`config.mk`:
```
export PLATFORM = sky130hd
export DESIGN_NAME = irq_fiq_ctrl
export DESIGN_NICKNAME = d
export VERILOG_FILES = /design/src/rtl/irq_pkg.sv /design/src/rtl/irq_sync.sv /design/src/rtl/irq_detect.sv /design/src/rtl/irq_regs.sv /design/src/rtl/irq_fiq_ctrl.sv
export SDC_FILE = /design/constraint.sdc
export NUM_CORES = 1
export LEC_CHECK = 0
export BUFFER_PORTS_ARGS = -buffer_cell sky130_fd_sc_hd__buf_2
export CORE_MARGIN = 4
export CORE_UTILIZATION = 45
export CTS_CLUSTER_SIZE = 12
export DETAILED_ROUTE_END_ITERATION = 8
export SLEW_MARGIN = 25
export SYNTH_ARGS = -nofsm -noshare
export SYNTH_HDL_FRONTEND = slang
export SYNTH_SLANG_ARGS = --single-unit
```
`constraint.sdc`:
```
create_clock -name clk -period 3.57 [get_ports clk]
set_input_delay 0.1785 -clock clk [delete_from_list [all_inputs] [get_ports clk]]
set_output_delay 0.1785 -clock clk [all_outputs]
set_load 0.01 [all_outputs]
```
`src/rtl/irq_pkg.sv`:
```
`timescale 1ns/1ps
package irq_pkg;
    localparam int unsigned REG_AW = 3;

    typedef enum logic [REG_AW-1:0] {
        SEL_MODE  = 3'd0,
        SEL_MASK  = 3'd1,
        SEL_ROUTE = 3'd2,
        SEL_PEND  = 3'd3,
        SEL_CLEAR = 3'd4
    } reg_sel_e;
endpackage

```
`src/rtl/irq_sync.sv`:
```
`timescale 1ns/1ps
module irq_sync #(
    parameter int unsigned WIDTH  = 6,
    parameter int unsigned STAGES = 2
) (
    input  logic             clk,
    input  logic             rst_n,
    input  logic [WIDTH-1:0] async_i,
    output logic [WIDTH-1:0] sync_o
);
    logic [WIDTH-1:0] chain_q [STAGES];

    always_ff @(posedge clk or negedge rst_n) begin
        if (!rst_n) begin
            for (int s = 0; s < STAGES; s++) chain_q[s] <= '0;
        end else begin
            chain_q[0] <= async_i;
            for (int s = 1; s < STAGES; s++) chain_q[s] <= chain_q[s-1];
        end
    end

    assign sync_o = chain_q[STAGES-1];

    logic [1:0] warm_q;
    always_ff @(posedge clk or negedge rst_n) begin
        if (!rst_n)               warm_q <= '0;
        else if (warm_q != 2'd3)  warm_q <= warm_q + 2'd1;
    end

    generate
        if (STAGES == 2) begin : g_chk2
            // output is the pin value from two edges earlier
            a_r2_two_stage_lag: assert property (@(posedge clk) disable iff (!rst_n)
                (warm_q >= 2'd2) |-> (sync_o == $past(async_i, 2)));
        end
    endgenerate
endmodule

```
`src/rtl/irq_detect.sv`:
```
`timescale 1ns/1ps
module irq_detect #(
    parameter int unsigned N = 26
) (
    input  logic         clk,
    input  logic         rst_n,
    input  logic [N-1:0] level_i,
    input  logic [N-1:0] mode_i,
    input  logic [N-1:0] clr_i,
    output logic [N-1:0] pend_o
);
    logic [N-1:0] prev_q;
    logic [N-1:0] latch_q;

    always_ff @(posedge clk or negedge rst_n) begin
        if (!rst_n) begin
            prev_q  <= '0;
            latch_q <= '0;
        end else begin
            prev_q  <= level_i;
            latch_q <= mode_i & ((latch_q & ~clr_i) | (level_i & ~prev_q));
        end
    end

    genvar i;
    generate
        for (i = 0; i < N; i++) begin : g_src
            assign pend_o[i] = mode_i[i] ? latch_q[i] : level_i[i];
        end
    endgenerate

    // a latched event in edge mode stays until cleared
    a_r4_edge_held: assert property (@(posedge clk) disable iff (!rst_n)
        rst_n |=> ((latch_q & $past(mode_i & latch_q & ~clr_i)) == $past(mode_i & latch_q & ~clr_i)));

    // nothing stays latched past a cycle in level mode
    a_r5_level_drops: assert property (@(posedge clk) disable iff (!rst_n)
        rst_n |=> ((latch_q & ~$past(mode_i)) == '0));
endmodule

```
`src/rtl/irq_regs.sv`:
```
`timescale 1ns/1ps
module irq_regs
    import irq_pkg::*;
#(
    parameter int unsigned N = 26
) (
    input  logic              clk,
    input  logic              rst_n,
    input  logic              we_i,
    input  logic [REG_AW-1:0] addr_i,
    input  logic [N-1:0]      wdata_i,
    input  logic [N-1:0]      pend_i,
    output logic [N-1:0]      rdata_o,
    output logic [N-1:0]      mode_o,
    output logic [N-1:0]      mask_o,
    output logic [N-1:0]      route_o,
    output logic [N-1:0]      clr_o
);
    always_ff @(posedge clk or negedge rst_n) begin
        if (!rst_n) begin
            mode_o  <= '0;
            mask_o  <= '1;
            route_o <= '0;
        end else if (we_i) begin
            case (addr_i)
                SEL_MODE:  mode_o  <= wdata_i;
                SEL_MASK:  mask_o  <= wdata_i;
                SEL_ROUTE: route_o <= wdata_i;
                default:   ;
            endcase
        end
    end

    assign clr_o = (we_i && addr_i == SEL_CLEAR) ? wdata_i : '0;

    always_comb begin
        case (addr_i)
            SEL_MODE:  rdata_o = mode_o;
            SEL_MASK:  rdata_o = mask_o;
            SEL_ROUTE: rdata_o = route_o;
            SEL_PEND:  rdata_o = pend_i;
            default:   rdata_o = '0;
        endcase
    end

    // the clear word is write-only
    a_r9_clear_reads_zero: assert property (@(posedge clk) disable iff (!rst_n)
        (addr_i == SEL_CLEAR) |-> (rdata_o == '0));
endmodule

```
`src/rtl/irq_fiq_ctrl.sv`:
```
`timescale 1ns/1ps
module irq_fiq_ctrl
    import irq_pkg::*;
#(
    parameter int unsigned N_EXT       = 6,
    parameter int unsigned N_INT       = 20,
    parameter int unsigned SYNC_STAGES = 2
) (
    input  logic                   clk,
    input  logic                   rst_n,
    input  logic [N_EXT-1:0]       ext_irq_i,
    input  logic [N_INT-1:0]       int_irq_i,
    input  logic                   cfg_we_i,
    input  logic [REG_AW-1:0]      cfg_addr_i,
    input  logic [N_EXT+N_INT-1:0] cfg_wdata_i,
    output logic [N_EXT+N_INT-1:0] cfg_rdata_o,
    output logic                   irq_o,
    output logic                   fiq_o
);
    localparam int unsigned N_SRC = N_EXT + N_INT;

    logic [N_EXT-1:0] ext_sync;
    logic [N_SRC-1:0] level, pend, mode, mask, route, clr;

    irq_sync #(.WIDTH(N_EXT), .STAGES(SYNC_STAGES)) u_sync (
        .clk(clk), .rst_n(rst_n), .async_i(ext_irq_i), .sync_o(ext_sync));

    assign level = {int_irq_i, ext_sync};

    irq_detect #(.N(N_SRC)) u_detect (
        .clk(clk), .rst_n(rst_n), .level_i(level), .mode_i(mode),
        .clr_i(clr), .pend_o(pend));

    irq_regs #(.N(N_SRC)) u_regs (
        .clk(clk), .rst_n(rst_n), .we_i(cfg_we_i), .addr_i(cfg_addr_i),
        .wdata_i(cfg_wdata_i), .pend_i(pend), .rdata_o(cfg_rdata_o),
        .mode_o(mode), .mask_o(mask), .route_o(route), .clr_o(clr));

    always_ff @(posedge clk or negedge rst_n) begin
        if (!rst_n) begin
            irq_o <= 1'b0;
            fiq_o <= 1'b0;
        end else begin
            irq_o <= |(pend & ~mask & ~route);
            fiq_o <= |(pend & ~mask & route);
        end
    end

    // a fully masked controller raises nothing
    a_r1_masked_quiet: assert property (@(posedge clk) disable iff (!rst_n)
        (&mask) |=> (!irq_o && !fiq_o));

    // sources all routed to FIQ never raise the normal request
    a_r7_fiq_only: assert property (@(posedge clk) disable iff (!rst_n)
        (&route) |=> !irq_o);
endmodule

```
# ---- Word-level counts from Yosys, hierarchy flattened
# Cells that the tools add are included.
dict set report totals {
  register_bits 144
  inputBits 58
  out_inout_bits 28
  elab_cells 59
}
dict set report op_classes {
  n_eq_ne 4
  muxes 28
  bitwise_logic 11
  reduce_logical 7
}
# op n
set op_table {}
lappend op_table {{26-bit bitwise AND} 6}
lappend op_table {{26-bit NOT} 4}
lappend op_table {{26-bit case mux with 4 select lines} 1}
lappend op_table {{26-bit OR reduction} 2}
lappend op_table {{1-bit two-way mux} 26}
lappend op_table {{26-bit two-way mux} 1}
lappend op_table {{26-bit OR} 1}
lappend op_table {{3-bit by 2-bit == test with 1-bit output, second input constant} 2}
lappend op_table {{2-bit AND reduction} 3}
lappend op_table {{3-bit by 1-bit == test with 1-bit output, second input constant} 1}
lappend op_table {{3-bit == test, second input constant} 1}
lappend op_table {{3-bit logical NOT} 1}
lappend op_table {{1-bit logical AND} 1}

# ---- Longest topological paths before layout
dict set report logic_depth {
  depth_word 7
  mapped_depth 6
  ltp_nobuf 5
}

# ---- Modules after synthesis
# A second synthesis with hierarchy kept.
dict set report hier_totals {
  cells_unflattened 535
  area_unflattened_um2 7114.3
}
# module n_inst cells_each area_per_inst_um2 seq_area_each_um2
set by_module_without_submodules {}
lappend by_module_without_submodules {irq_regs 1 288 3906.2 1984.4}
lappend by_module_without_submodules {irq_detect 1 156 2309.7 1301.2}
lappend by_module_without_submodules {irq_fiq_ctrl 1 73 553.0 50.0}
lappend by_module_without_submodules {irq_sync 1 18 345.3 300.3}

# ---- Worst setup path after synthesis
# Ideal clock, no wire load.
dict set report synth_path {
  path_type {flip-flop to flip-flop}
  from {register u_regs.mode_o[14]}
  to {register fiq_o}
  t_arrival_ns 1.609
  t_required_ns 3.432
  slack_ns 1.823
  stages_incl_launch_ff 6
  path_buffers 0
  period_less_slack_ns 1.747
  path_cell_list {dfrtp_1 mux2i_2 nor2_1 a2111oi_1 nand3_1 or4_1}
}
dict set report synth_via {
  elab_chain_cells 4
}
# item line_no
set synth_lines {}
lappend synth_lines {{from (decl)} irq_regs.sv:14} ;# output logic [N-1:0] mode_o,
lappend synth_lines {{from (signal assigned)} irq_regs.sv:26} ;# SEL_MODE: mode_o <= wdata_i;
lappend synth_lines {{1-bit two-way mux} irq_detect.sv:28} ;# assign pend_o[i] = mode_i[i] ? latch_q[i] : level_i[i];
lappend synth_lines {{26-bit bitwise AND (2 in a row)} irq_fiq_ctrl.sv:45} ;# fiq_o <= |(pend & ~mask & route);
lappend synth_lines {{26-bit OR reduction} irq_fiq_ctrl.sv:45}
lappend synth_lines {{to (signal assigned)} irq_fiq_ctrl.sv:45}
lappend synth_lines {{to (decl)} irq_fiq_ctrl.sv:18} ;# output logic fiq_o
# Every way passes these cells.
# A chain may end at the register's enable or synchronous reset.

# ---- Worst setup path after layout
dict set report layout_path {
  from {register u_regs.mode_o[10]}
  to {register fiq_o}
}
# Same word-level chain as after synthesis.

==> results.cfg <==
[placement]
place_congestion = 0.773
placedCellCount = 790
place_ws_ns = 1.36
dp_hpwl_um = 10200
numPortBuffers = 85

[worst_setup_path]
start_kind = flop
crit_path_max_fanout = 4
crit_type = reg -> reg
reg2regPathDepth = 5
r2r-end = fiq_o$_DFF_PN0_
end_kind = flop
worstPathArrival_ns = 2.48
r2r-start = u_regs.mode_o[10]$_DFFE_PN0P_
worstPathRequired_ns = 3.86
regToRegSetupSlack_ns = 1.38

[layout]
area_growth_pct = 24.0
layout-drive-gt1-share = 0.291
num_antenna_cells = 0
fill_cells = 1161
stdcell_count = 849
final_nets = 714

[sta]
rsz0062_at_grt = false
worst_slew_pin_slew_ns = 0.889
relSlewSlack = 0.407
slew_violations = 0
setup_viol = 0
hold_viol_final = 0
setup_ws_ns = 1.38
skew_ns = 0.00557
finalCritPeriodShare = 0.614
finalCriticalPeriod_ns = 2.19
hold-worst-slack_ns = 0.0222
fin_setup_tns_ns = 0
max_freq_mhz = 456

[drt]
drt_wl_total_um = 15800
first_pass_iters = 6
drt_iter0_markers = 277
post_drt_wl_per_cell_um = 18.6
drt.antenna.violating_nets = 0
vias_per_cell = 5.51
drt_drc_violations_left = 0
vias = 4680

[die]
start_util = 0.461
die_width_um = 128
rows = 43
ios = 86
core_area_um2 = 13900
die_area_um2 = 16300
die_height_um = 128

[min_path]
holdCritStartpoint = cfg_wdata_i[5]
hold_end = u_regs.route_o[5]$_DFFE_PN0P_
hold_class = in -> reg
holdPathStages = 2

[cts]
cts_tree = built
clk_pin_slew_ns = 0.06
post_cts_buffers = 0
clock_sinks = 144
clk_latency_ns = 0.42
hold_buffers = 27
clockBufferDepth = 2
clockRootBuffer = clkbuf_16
numCtsBuffers = 17
cts_max_level = 4
cts-resized-gates = 0

[logic_synthesis]
yosysSeqAreaShare = 0.566
syn-instance-count = 535
ys_seq_elements = 144
netlist_area_um2 = 6430
syn-num-nets = 593
yosysUniqueCellTypes = 31
synth_warnings = 0
syn_avg_cell_area_um2 = 12.0

[pwr]
cellPowerDensity_nw_per_um2 = 606
power.leakage_nw = 3.45
power_mw = 4.83
peakVddDrop_mv = 0.293

[grt]
grt-ovfl-total = 0
grt_max_degree = 111
track_usage = 0.201
grt_first_pass_wirelength_um = 25200
antenna_found_initial = 0
grt_pass1_vias = 4819

[run]
maxCapViolations = 0

[outcome]
status = finished, final reports clean
critical path: stages, from the launching register on:
cell and delay [ns]:
dfrtp_1 0.39, mux2i_1 0.33, nor3b_1 0.12, a2111oi_1 0.54, nand3_1 0.14, or4_1 0.54
metrics by stage:
step                      cell area (um2)  utilization
after global placement               7080        0.508
after detailed placement             7080        0.508
after CTS                            7970        0.572
after floorplan                      6430            -
after global routing                 7970        0.572
final                                7970        0.572
final cells by class:
type,instances,area (um2),share of cell area
Clock buffer,21,460,0.0578
Multi-Input combinational cell,371,2710,0.340
Sequential cell,144,3640,0.456
Tap cell,180,225,0.0283
Clock inverter,11,161,0.0202
Timing Repair Buffer,122,779,0.0978
synthesized netlist by cell type, drive strengths merged:
| library cell | instances | area, um2 |
|---|---|---|
| nand3 | 3 | 15.0 |
| o21ai | 26 | 130 |
| a221o | 26 | 262 |
| a21oi | 26 | 130 |
| dfstp | 26 | 683 |
| nor3b | 8 | 82.6 |
| nor2 | 21 | 78.8 |
| mux2i | 26 | 264 |
| nor4bb | 1 | 10.0 |
| nand4 | 1 | 6.26 |
| clkbuf | 10 | 37.5 |
| nor3 | 27 | 140 |
| nor2b | 52 | 325 |
| mux2 | 78 | 878 |
| nand3b | 1 | 7.51 |
| and4 | 1 | 8.76 |
| and2 | 3 | 18.8 |
| a2111oi | 2 | 18.8 |
| or4 | 1 | 7.51 |
| nor4 | 6 | 37.5 |
| nand2 | 53 | 199 |
| dfrtp | 118 | 2950 |
| a22oi | 9 | 67.6 |
| buf | 10 | 67.6 |
layout by cell type, fill, tap and decap left out, types with 10 or more instances in the layout:
cell,count
o21ai_0,26
nor2_1,21
mux2_1,40
mux2_2,38
buf_2,84
nand2_1,53
mux2i_1,25
clkbuf_16,17
nor3_1,26
dfrtp_1,118
nor2b_1,52
buf_4,10
a221o_1,25
dlygate4sd3_1,27
a21oi_1,26
dfstp_2,26
per-layer routing:
metal,share of wire,vias up,wire length [um],GRT usage
met1,0.44,2369,7000,0.261
met3,0.054,22,845,0.0468
met4,0.015,0,244,0.0726
met2,0.49,107,7660,0.330
li1,-,2182,-,-
met5,0,-,0,0
worst max-delay path by stage:
stage	from	end	slack [ns]	cells past startpoint
global placement	u_regs.mode_o[10]$_DFFE_PN0P_	fiq_o$_DFF_PN0_	1.37	5
finish	u_regs.mode_o[10]$_DFFE_PN0P_	fiq_o$_DFF_PN0_	1.38	5
floorplan	u_regs.mode_o[14]$_DFFE_PN0P_	fiq_o$_DFF_PN0_	1.82	5
detailed placement	u_regs.mode_o[10]$_DFFE_PN0P_	fiq_o$_DFF_PN0_	1.36	5
global route	u_regs.mode_o[10]$_DFFE_PN0P_	fiq_o$_DFF_PN0_	1.26	5
CTS	u_regs.mode_o[10]$_DFFE_PN0P_	fiq_o$_DFF_PN0_	1.36	5
state kept, by name (all words and copies together) (netlist names):
register,flops
u_sync.chain_q,6
u_detect.latch_q,26
irq_o,1
u_regs.mode_o,26
u_sync.sync_o,6
u_detect.prev_q,26
fiq_o,1
u_regs.route_o,26
u_regs.mask_o,26
kinds of logic (layout without fill, tap and decap cells):
logic type	Yosys count	after routing	share of synthesized area
flops	144	144	0.566
buf+inv	20	154	0.0163
mux	104	104	0.178
compound gates	89	89	0.0946
simple gates	178	178	0.146
power breakdown:
group	switching (mW)	internal, mW
logic	0.375	0.408
clock network	0.652	1.20
registers	0.244	1.95
total	1.27	3.56
Power figures use the tool's default switching activity.
